--- config.mk ---
export PLATFORM = sky130hd
export DESIGN_NAME = hostfw_mailbox
export DESIGN_NICKNAME = d
export VERILOG_FILES = /design/src/rtl/mbx_pkg.sv /design/src/rtl/mbx_ctrl_fsm.sv /design/src/rtl/mbx_regfile.sv /design/src/rtl/hostfw_mailbox.sv
export SDC_FILE = /design/constraint.sdc
export NUM_CORES = 1
export LEC_CHECK = 0
export ABC_CLOCK_PERIOD_IN_PS = 4400
export BUFFER_PORTS_ARGS = -buffer_cell sky130_fd_sc_hd__buf_2
export CAP_MARGIN = 20
export CORE_MARGIN = 3
export CORE_UTILIZATION = 60
export DETAILED_ROUTE_END_ITERATION = 8
export PLACE_DENSITY_LB_ADDON = 0.3
export SYNTH_ARGS = -nofsm -noshare
export SYNTH_HDL_FRONTEND = slang
export SYNTH_SLANG_ARGS = --single-unit
--- constraint.sdc ---
create_clock -name clk -period 4.4 [get_ports clk]
set_input_delay 0.88 -clock clk [delete_from_list [all_inputs] [get_ports clk]]
set_output_delay 0.88 -clock clk [all_outputs]
set_load 0.1 [all_outputs]
--- src/rtl/mbx_pkg.sv ---
package mbx_pkg;
    typedef enum logic [1:0] {
        ST_IDLE = 2'd0,
        ST_RING = 2'd1,
        ST_WAIT = 2'd2
    } mbx_state_e;

    localparam logic [7:0] OFS_CMD  = 8'h00;
    localparam logic [7:0] OFS_STS  = 8'h04;
    localparam logic [7:0] OFS_SPTR = 8'h08;
    localparam logic [7:0] OFS_DPTR = 8'h0C;
    localparam logic [7:0] OFS_WBUF = 8'h80;
    localparam logic [7:0] OFS_RBUF = 8'h90;

    localparam int STS_BUSY_BIT = 0;
    localparam int STS_ERR_BIT  = 1;
    localparam int STS_IRQ_BIT  = 2;
    localparam int STS_OVR_BIT  = 3;
    localparam int CMD_IRQ_BIT  = 8;
endpackage

--- src/rtl/mbx_ctrl_fsm.sv ---
module mbx_ctrl_fsm
    import mbx_pkg::*;
#(
    parameter int CODE_W = 8
) (
    input  logic              clk,
    input  logic              rst_n,
    input  logic              cmd_wr,
    input  logic              ack_irq,
    input  logic              ack_ovr,
    input  logic              irq_req,
    input  logic              fw_done,
    input  logic              fw_err,
    input  logic [CODE_W-1:0] fw_err_code,
    output logic              cmd_accept,
    output logic              doorbell,
    output logic              busy,
    output logic              err_flag,
    output logic [CODE_W-1:0] err_code,
    output logic              irq_flag,
    output logic              ovr_flag
);
    mbx_state_e state_q, state_d;
    logic       complete;

    always_comb begin
        state_d = state_q;
        unique case (state_q)
            ST_IDLE: if (cmd_wr)  state_d = ST_RING;
            ST_RING: state_d = fw_done ? ST_IDLE : ST_WAIT;
            ST_WAIT: if (fw_done) state_d = ST_IDLE;
            default: state_d = ST_IDLE;
        endcase
    end

    always_ff @(posedge clk or negedge rst_n) begin
        if (!rst_n) state_q <= ST_IDLE;
        else        state_q <= state_d;
    end

    always_comb begin
        busy       = (state_q != ST_IDLE);
        doorbell   = (state_q == ST_RING);
        cmd_accept = cmd_wr && (state_q == ST_IDLE);
        complete   = fw_done && busy;
    end

    always_ff @(posedge clk or negedge rst_n) begin
        if (!rst_n) begin
            err_flag <= 1'b0;
            err_code <= '0;
            irq_flag <= 1'b0;
            ovr_flag <= 1'b0;
        end else begin
            if (cmd_accept) begin
                err_flag <= 1'b0;
                err_code <= '0;
            end else if (complete) begin
                err_flag <= fw_err;
                err_code <= fw_err ? fw_err_code : '0;
            end
            if (complete && irq_req) irq_flag <= 1'b1;
            else if (ack_irq)        irq_flag <= 1'b0;
            if (cmd_wr && busy)      ovr_flag <= 1'b1;
            else if (ack_ovr)        ovr_flag <= 1'b0;
        end
    end

    assert_doorbell_after_accept_R2: assert property (@(posedge clk) disable iff (!rst_n)
        cmd_accept |=> (doorbell && busy));
    assert_doorbell_single_R2: assert property (@(posedge clk) disable iff (!rst_n)
        doorbell |=> !doorbell);
    assert_overrun_sticky_R3: assert property (@(posedge clk) disable iff (!rst_n)
        (cmd_wr && busy) |=> ovr_flag);
    assert_busy_clear_R4: assert property (@(posedge clk) disable iff (!rst_n)
        (busy && fw_done) |=> !busy);
    assert_irq_hold_R5: assert property (@(posedge clk) disable iff (!rst_n)
        (irq_flag && !ack_irq) |=> irq_flag);
    assert_idle_done_R6: assert property (@(posedge clk) disable iff (!rst_n)
        (!busy && fw_done && !cmd_wr) |=> (!busy && $stable(err_flag) && $stable(err_code)));
endmodule

--- src/rtl/mbx_regfile.sv ---
module mbx_regfile #(
    parameter int DW        = 32,
    parameter int BUF_WORDS = 4,
    localparam int IDX_W    = $clog2(BUF_WORDS)
) (
    input  logic                    clk,
    input  logic                    rst_n,
    input  logic                    cmd_accept,
    input  logic [DW-1:0]           host_wdata,
    input  logic                    sptr_we,
    input  logic                    dptr_we,
    input  logic                    wbuf_we,
    input  logic [IDX_W-1:0]        wbuf_idx,
    input  logic                    rbuf_we,
    input  logic [IDX_W-1:0]        rbuf_idx,
    input  logic [DW-1:0]           rbuf_wdata,
    output logic [DW-1:0]           cmd_q,
    output logic [DW-1:0]           sptr_q,
    output logic [DW-1:0]           dptr_q,
    output logic [BUF_WORDS*DW-1:0] wbuf_q,
    output logic [BUF_WORDS*DW-1:0] rbuf_q
);
    always_ff @(posedge clk or negedge rst_n) begin
        if (!rst_n) begin
            cmd_q  <= '0;
            sptr_q <= '0;
            dptr_q <= '0;
        end else begin
            if (cmd_accept) cmd_q  <= host_wdata;
            if (sptr_we)    sptr_q <= host_wdata;
            if (dptr_we)    dptr_q <= host_wdata;
        end
    end

    for (genvar k = 0; k < BUF_WORDS; k++) begin : g_word
        always_ff @(posedge clk or negedge rst_n) begin
            if (!rst_n) begin
                wbuf_q[k*DW +: DW] <= '0;
                rbuf_q[k*DW +: DW] <= '0;
            end else begin
                if (wbuf_we && (wbuf_idx == IDX_W'(k))) wbuf_q[k*DW +: DW] <= host_wdata;
                if (rbuf_we && (rbuf_idx == IDX_W'(k))) rbuf_q[k*DW +: DW] <= rbuf_wdata;
            end
        end
    end
endmodule

--- src/rtl/hostfw_mailbox.sv ---
module hostfw_mailbox
    import mbx_pkg::*;
#(
    parameter int DW        = 32,
    parameter int AW        = 8,
    parameter int BUF_WORDS = 4,
    parameter int CODE_W    = 8,
    localparam int IDX_W    = $clog2(BUF_WORDS),
    localparam int LEN_W    = $clog2(BUF_WORDS + 1),
    localparam int BUF_BYTES = BUF_WORDS * 4
) (
    input  logic              clk,
    input  logic              rst_n,
    input  logic              host_wr,
    input  logic [AW-1:0]     host_addr,
    input  logic [DW-1:0]     host_wdata,
    output logic [DW-1:0]     host_rdata,
    output logic              host_irq,
    output logic              fw_doorbell,
    output logic [DW-1:0]     fw_cmd,
    output logic [7:0]        fw_code,
    output logic [3:0]        fw_sub,
    output logic [LEN_W-1:0]  fw_len_words,
    output logic [DW-1:0]     fw_sptr,
    output logic [DW-1:0]     fw_dptr,
    input  logic [IDX_W-1:0]  fw_wbuf_idx,
    output logic [DW-1:0]     fw_wbuf_data,
    input  logic              fw_rbuf_we,
    input  logic [IDX_W-1:0]  fw_rbuf_idx,
    input  logic [DW-1:0]     fw_rbuf_wdata,
    input  logic              fw_done,
    input  logic              fw_err,
    input  logic [CODE_W-1:0] fw_err_code
);
    logic                    in_wbuf, in_rbuf, hit_cmd, hit_sts, hit_sptr, hit_dptr;
    logic [IDX_W-1:0]        host_idx;
    logic                    cmd_accept, busy, err_flag, irq_flag, ovr_flag;
    logic [CODE_W-1:0]       err_code;
    logic [DW-1:0]           cmd_q;
    logic [BUF_WORDS*DW-1:0] wbuf_q, rbuf_q;
    logic [DW-1:0]           status_w;
    logic [7:0]              len_bytes, len_clamped;

    always_comb begin
        hit_cmd  = (host_addr == AW'(OFS_CMD));
        hit_sts  = (host_addr == AW'(OFS_STS));
        hit_sptr = (host_addr == AW'(OFS_SPTR));
        hit_dptr = (host_addr == AW'(OFS_DPTR));
        in_wbuf  = (host_addr >= AW'(OFS_WBUF)) && (host_addr < AW'(OFS_WBUF + BUF_BYTES));
        in_rbuf  = (host_addr >= AW'(OFS_RBUF)) && (host_addr < AW'(OFS_RBUF + BUF_BYTES));
        host_idx = host_addr[IDX_W+1:2];
    end

    mbx_ctrl_fsm #(.CODE_W(CODE_W)) u_fsm (
        .clk         (clk),
        .rst_n       (rst_n),
        .cmd_wr      (host_wr && hit_cmd),
        .ack_irq     (host_wr && hit_sts && host_wdata[STS_IRQ_BIT]),
        .ack_ovr     (host_wr && hit_sts && host_wdata[STS_OVR_BIT]),
        .irq_req     (cmd_q[CMD_IRQ_BIT]),
        .fw_done     (fw_done),
        .fw_err      (fw_err),
        .fw_err_code (fw_err_code),
        .cmd_accept  (cmd_accept),
        .doorbell    (fw_doorbell),
        .busy        (busy),
        .err_flag    (err_flag),
        .err_code    (err_code),
        .irq_flag    (irq_flag),
        .ovr_flag    (ovr_flag)
    );

    mbx_regfile #(.DW(DW), .BUF_WORDS(BUF_WORDS)) u_regs (
        .clk        (clk),
        .rst_n      (rst_n),
        .cmd_accept (cmd_accept),
        .host_wdata (host_wdata),
        .sptr_we    (host_wr && hit_sptr),
        .dptr_we    (host_wr && hit_dptr),
        .wbuf_we    (host_wr && in_wbuf),
        .wbuf_idx   (host_idx),
        .rbuf_we    (fw_rbuf_we),
        .rbuf_idx   (fw_rbuf_idx),
        .rbuf_wdata (fw_rbuf_wdata),
        .cmd_q      (cmd_q),
        .sptr_q     (fw_sptr),
        .dptr_q     (fw_dptr),
        .wbuf_q     (wbuf_q),
        .rbuf_q     (rbuf_q)
    );

    always_comb begin
        status_w                = '0;
        status_w[STS_BUSY_BIT]  = busy;
        status_w[STS_ERR_BIT]   = err_flag;
        status_w[STS_IRQ_BIT]   = irq_flag;
        status_w[STS_OVR_BIT]   = ovr_flag;
        status_w[16 +: CODE_W]  = err_code;

        host_rdata = '0;
        if (hit_cmd)       host_rdata = cmd_q;
        else if (hit_sts)  host_rdata = status_w;
        else if (hit_sptr) host_rdata = fw_sptr;
        else if (hit_dptr) host_rdata = fw_dptr;
        else if (in_wbuf)  host_rdata = wbuf_q[host_idx*DW +: DW];
        else if (in_rbuf)  host_rdata = rbuf_q[host_idx*DW +: DW];

        len_bytes    = cmd_q[23:16];
        len_clamped  = (len_bytes > 8'(BUF_BYTES)) ? 8'(BUF_BYTES) : len_bytes;
        fw_len_words = LEN_W'((len_clamped + 8'd3) >> 2);
        fw_cmd       = cmd_q;
        fw_code      = cmd_q[7:0];
        fw_sub       = cmd_q[15:12];
        fw_wbuf_data = wbuf_q[fw_wbuf_idx*DW +: DW];
        host_irq     = irq_flag;
    end

    assert_irq_matches_flag_R5: assert property (@(posedge clk) disable iff (!rst_n)
        (busy && fw_done && cmd_q[CMD_IRQ_BIT]) |=> host_irq);
    assert_cmd_stable_busy_R3: assert property (@(posedge clk) disable iff (!rst_n)
        busy |=> (!busy || $stable(cmd_q)));
endmodule

; Word level (Yosys, flattened, before mapping)
; Index checks and enable logic that the tools add are counted.
[op_classes]
addsub = 1
n_lt_le_gt_ge = 5
eq_ne = 13
shift = 3
mux = 20
n_reduce_logical = 30
[op_table]
columns = op, n
row1 = indexed part select 128 x 8 -> 32 bit, 3
row2 = 2-to-1 mux 32 bit, 6
row3 = 2-to-1 mux 8 bit, 3
row4 = logical AND 1 bit, 21
row5 = "== test 8 x 4 -> 1 bit, second input constant", 2
row6 = "greater-or-equal comparator 8 bit, second input constant", 2
row7 = "less-than comparator 8 bit, second input constant", 2
row8 = "== test 2 bit, second input constant", 5
row9 = "== test 8 x 3 -> 1 bit, second input constant", 1
row10 = "> comparator 8 x 5 -> 1 bit, second input constant", 1
row11 = zero test 8 bit, 1
row12 = nonzero test 2 bit, 4
row13 = "== test 2 x 1 -> 1 bit, second input constant", 3
row14 = zero test 2 bit, 3
row15 = 2-to-1 mux 1 bit, 6
row16 = 2-to-1 mux 2 bit, 3
row17 = case mux 2 bit (3 select lines), 1
row18 = "adder 5 x 2 -> 5 bit, second input constant", 1
row19 = 2-to-1 mux 5 bit, 1
row20 = "inequality test 2 x 1 -> 1 bit, second input constant", 1
row21 = "inequality test 2 bit, second input constant", 1
row22 = AND reduction 2 bit, 1
[word_totals]
regBits = 365
inputBits = 90
out_inout_bits = 177
word_cells = 88

; Longest topological paths before layout
[logic_depth]
ltp_word = 8
ltp_mapped = 8
depth_no_buf = 4

; By module
; A second synthesis with hierarchy kept.
[hier_totals]
hier_cells = 1156
hier_area_um2 = 17605.6
[by_module_without_submodules]
columns = module, instances, cells_each, area_per_inst_um2
row1 = mbx_regfile, 1, 748, 13028.7
row2 = hostfw_mailbox, 1, 350, 3900.0
row3 = mbx_ctrl_fsm, 1, 58, 676.9

; Least setup slack after synthesis
; OpenSTA, ideal clock, no wires.
[synth_path]
path_type = input to output
from = input host_addr[2]
to = output host_rdata[31]
t_arrival_ns = 3.980
t_required_ns = 3.520
setup_slack_ns = -0.460
stages = 7
cell_sequence = buf_2 -> buf_2 -> buf_4 -> nor2_1 -> buf_2 -> a22oi_1 -> o21ai_0
[synth_via]
elab_chain_cells = 8
elab_cells_between_ends = 18
classes_between = order compare: 4 / eq/ne: 3 / shift: 2 / mux: 6 / reduce/logical: 3
[synth_rtl]
columns = element, line
row1 = "start, declared", hostfw_mailbox.sv:15  ; input logic [AW-1:0] host_addr,
row2 = branches (longest 7 deep; another with indexed part select 128 x 8 -> 32 bit), -
row3 = 2-to-1 mux 32 bit *, hostfw_mailbox.sv:101  ; if (hit_cmd) host_rdata = cmd_q;
row4 = "end, declared", hostfw_mailbox.sv:17  ; output logic [DW-1:0] host_rdata,
; Every way passes the cells marked *.

; Worst setup path after layout
[layout_path]
from = input host_addr[3]
to = output host_rdata[26]
; The elaborated chain is that of the path after synthesis.

==> flow_metrics.py <==
metrics = {
    "detailed_routing": {
        "wl_mm": 48.6,
        "drt_iter0_drc": 1054,
        "viasPerCell": 6.60,
        "wire_per_inst_um": 27.1,
        "dr.pass1.iters": 5,
        "highest_layer": "met5",
        "ant_nets": 0,
        "num_vias": 11900,
        "drcViolationCount": 0,
        "met2_length_mm": 22.8,
        "wl_met3_mm": 4.45,
        "wl_met1_mm": 19.2,
    },
    "flow_run": {
        "drv_cap": 0,
    },
    "global_route": {
        "grt-ovfl-total": 0,
        "track_usage_pct": 31.5,
        "grt_pass1_wl_mm": 74.6,
        "grt_pass1_vias": 12300,
        "antenna_found_initial": 10,
        "grt_max_degree": 116,
    },
    "synthesis": {
        "synthArstFlopShare_pct": 100,
        "synth_area_leaders": "dfrtp_1, mux4_2, mux2_1, mux2_2, a22oi_1",
        "netlist_area_sq_mm": 0.0174,
        "synth_top_area_share_pct": 52.5,
        "synth_cell_types": 42,
        "synth_edf_count": 0,
        "synth_cells": 1148,
        "ys_ff_latch": 365,
        "synth_nets": 1238,
        "synth.largest_area_cell": "dfrtp_1",
        "ys_seq_area_share_pct": 52.5,
        "syn_avg_cell_area_sq_um": 15.2,
        "synthFlopType": "dfrtp_1",
        "yosysWarnings": 0,
    },
    "cts": {
        "clockRootBuffer": "clkbuf_16",
        "cts_sinks": 365,
        "clockBufferDepth": 3,
        "htreeDepth": 2,
        "ctsResizeCount": 0,
        "cts-buffers-inserted": 39,
        "clk_pin_slew_ns": 0.06,
        "hold_buffers": 0,
        "clock_latency_ns": 0.52,
        "cts_setup_buffers": 0,
        "cts_tree": "built",
    },
    "floorplanning": {
        "die_x_um": 176,
        "rows": 61,
        "core_sq_mm": 0.0282,
        "die_h_um": 176,
        "initial_core_util_pct": 61.8,
        "ios": 267,
        "die_area_sq_mm": 0.0311,
    },
    "placed_design": {
        "gp_congestion": 0.879,
        "hpwl_mm": 32.4,
        "dpl_cell_area_sq_mm": 0.0195,
        "port_buffers": 266,
    },
    "worst_setup_path": {
        "cpMostUsedCell": "buf_4",
        "max_stage_delay_ns": 0.54,
        "crit_required_ns": 3.52,
        "worstReg2RegEnd": "u_regs.cmd_q[9]$_DFFE_PN0P_",
        "reg2reg_depth": 4,
        "start_kind": "primary input",
        "cp_cell_sequence": "buf_4, buf_4, mux4_2, a22oi_1, a31oi_2, buf_2",
        "reg2reg_from": "u_fsm.state_q[0]$_DFFE_PN0P_",
        "cp_max_fo": 36,
        "critPathArrivalTime_ns": 2.93,
        "worstSetupPathType": "primary input to primary output",
        "endpoint_kind": "primary output",
        "slowest_stage": "buf_4",
        "r2r_slack_ns": 2.08,
        "startpoint": "host_addr[3]",
    },
    "sta": {
        "rsz0062_at_grt": "no",
        "drv_slew": 0,
        "fmax_ghz": 0.263,
        "tns_ns": 0,
        "worst_pin_slew_ns": 0.849,
        "max_slew_margin_pct": 43.2,
        "min_period_over_period_pct": 86.5,
        "final_hold_viol_count": 0,
        "fin_worst_skew_ns": 0.00999,
        "setup_viol": 0,
        "period_needed_ns": 3.81,
    },
    "power_and_ir_drop": {
        "powerDensity_mw_per_mm2": 445,
        "cellLeakagePower_uw": 0.0100,
        "vdd_drop_max_v": 0.000337,
    },
    "final_layout": {
        "stdcell_area_sq_mm": 0.0207,
        "fin_nets": 1483,
        "drive_gt1_share_pct": 46.2,
        "final_cell_mix": "dfrtp_1, buf_2, mux2_1, mux2_2, mux4_2",
        "mostFrequentLayoutCell": "dfrtp_1",
        "syn_to_final_growth_pct": 19.1,
        "post-route-util_pct": 73.6,
    },
    "min_path": {
        "min_path_type": "primary input to async pin",
    },
    "status": {
        "status": "completed",
    },
}
logic make-up after synthesis:
logic type                share of synthesized area (%)
AOI/OAI and AO/OA                                  4.88
and+or+nand+nor                                    2.47
DFF                                                52.5
buffers and inverters                              2.92
muxes                                              37.1
xor gates and xnor gates                          0.101
routing by layer:
layer,global-route usage [%],vias up
li1,-,4881
met1,43.5,6199
met2,48.4,605
met3,8.15,149
met4,12.5,18
met5,0,-
report_power, final:
part	switching (uW)	leakage [uW]	internal (uW)
clock	1250	0.000585	1830
sequential	276	0.00471	3790
combinational	1360	0.00471	720
stage by stage:
step | hold slack (ns) | power (uW) | setup WS, ns | std cells
2_1_floorplan | 0.445 | 5600 | 0.00609 | 1148
3_3_place_gp | 0.480 | 6100 | 0.632 | 1729
3_5_place_dp | 0.487 | 6180 | 0.622 | 1729
4_1_cts | 0.418 | 9270 | 0.622 | 1792
5_1_grt | 0.432 | 9550 | 0.540 | 1794
6_report | 0.397 | 9220 | 0.593 | 1795
flip-flops by register name, summed over array words and instances, names as in the netlist, 2 cells and up:
register        count
u_regs.sptr_q      32
u_fsm.state_q       2
u_regs.wbuf_q     128
u_regs.rbuf_q     128
u_regs.cmd_q       32
u_fsm.err_code      8
u_regs.dptr_q      32
worst max-delay path, delay by kind of cell:
kind	cells	cell delay [ns]
AO/OA/AOI/OAI	2	0.29
buffers and inverters	3	1.40
multiplexers	1	0.31
cells in the mapped netlist, types with 2 or more instances:
library cell / count
o21ai_1: 8
nor2_1: 5
a21oi_1: 20
nor2b_1: 2
buf_1: 15
o21ai_0: 25
mux4_2: 98
mux2_1: 193
inv_1: 2
buf_4: 24
mux2_2: 176
dfrtp_1: 365
a21o_1: 2
nand3_1: 3
o22ai_1: 10
nand2_1: 14
nor3_1: 3
buf_2: 28
a22o_1: 17
mux2i_1: 10
nand4_1: 15
a22oi_1: 31
a31oi_1: 13
nand3b_1: 2
and3_1: 16
nor3b_1: 2
clkbuf_1: 33
xnor2_1: 2
worst max path at each step:
stage | to | cells after the start
2_1_floorplan | fw_len_words[0] | 2
3_3_place_gp | host_rdata[19] | 6
3_5_place_dp | host_rdata[26] | 6
4_1_cts | host_rdata[26] | 6
5_1_grt | host_rdata[12] | 6
6_report | host_rdata[26] | 6
layout make-up:
class / count / area [sq um]
Sequential cell: 365 / 9130
Inverter: 2 / 7.51
Fill cell: 1756 / 7440
Timing Repair Buffer: 304 / 2050
Tap cell: 378 / 473
Multi-Input combinational cell: 681 / 7860
Antenna cell: 2 / 5.00
Clock buffer: 61 / 1180
Clock inverter: 2 / 10.0
(Power assumes the default switching activity.)
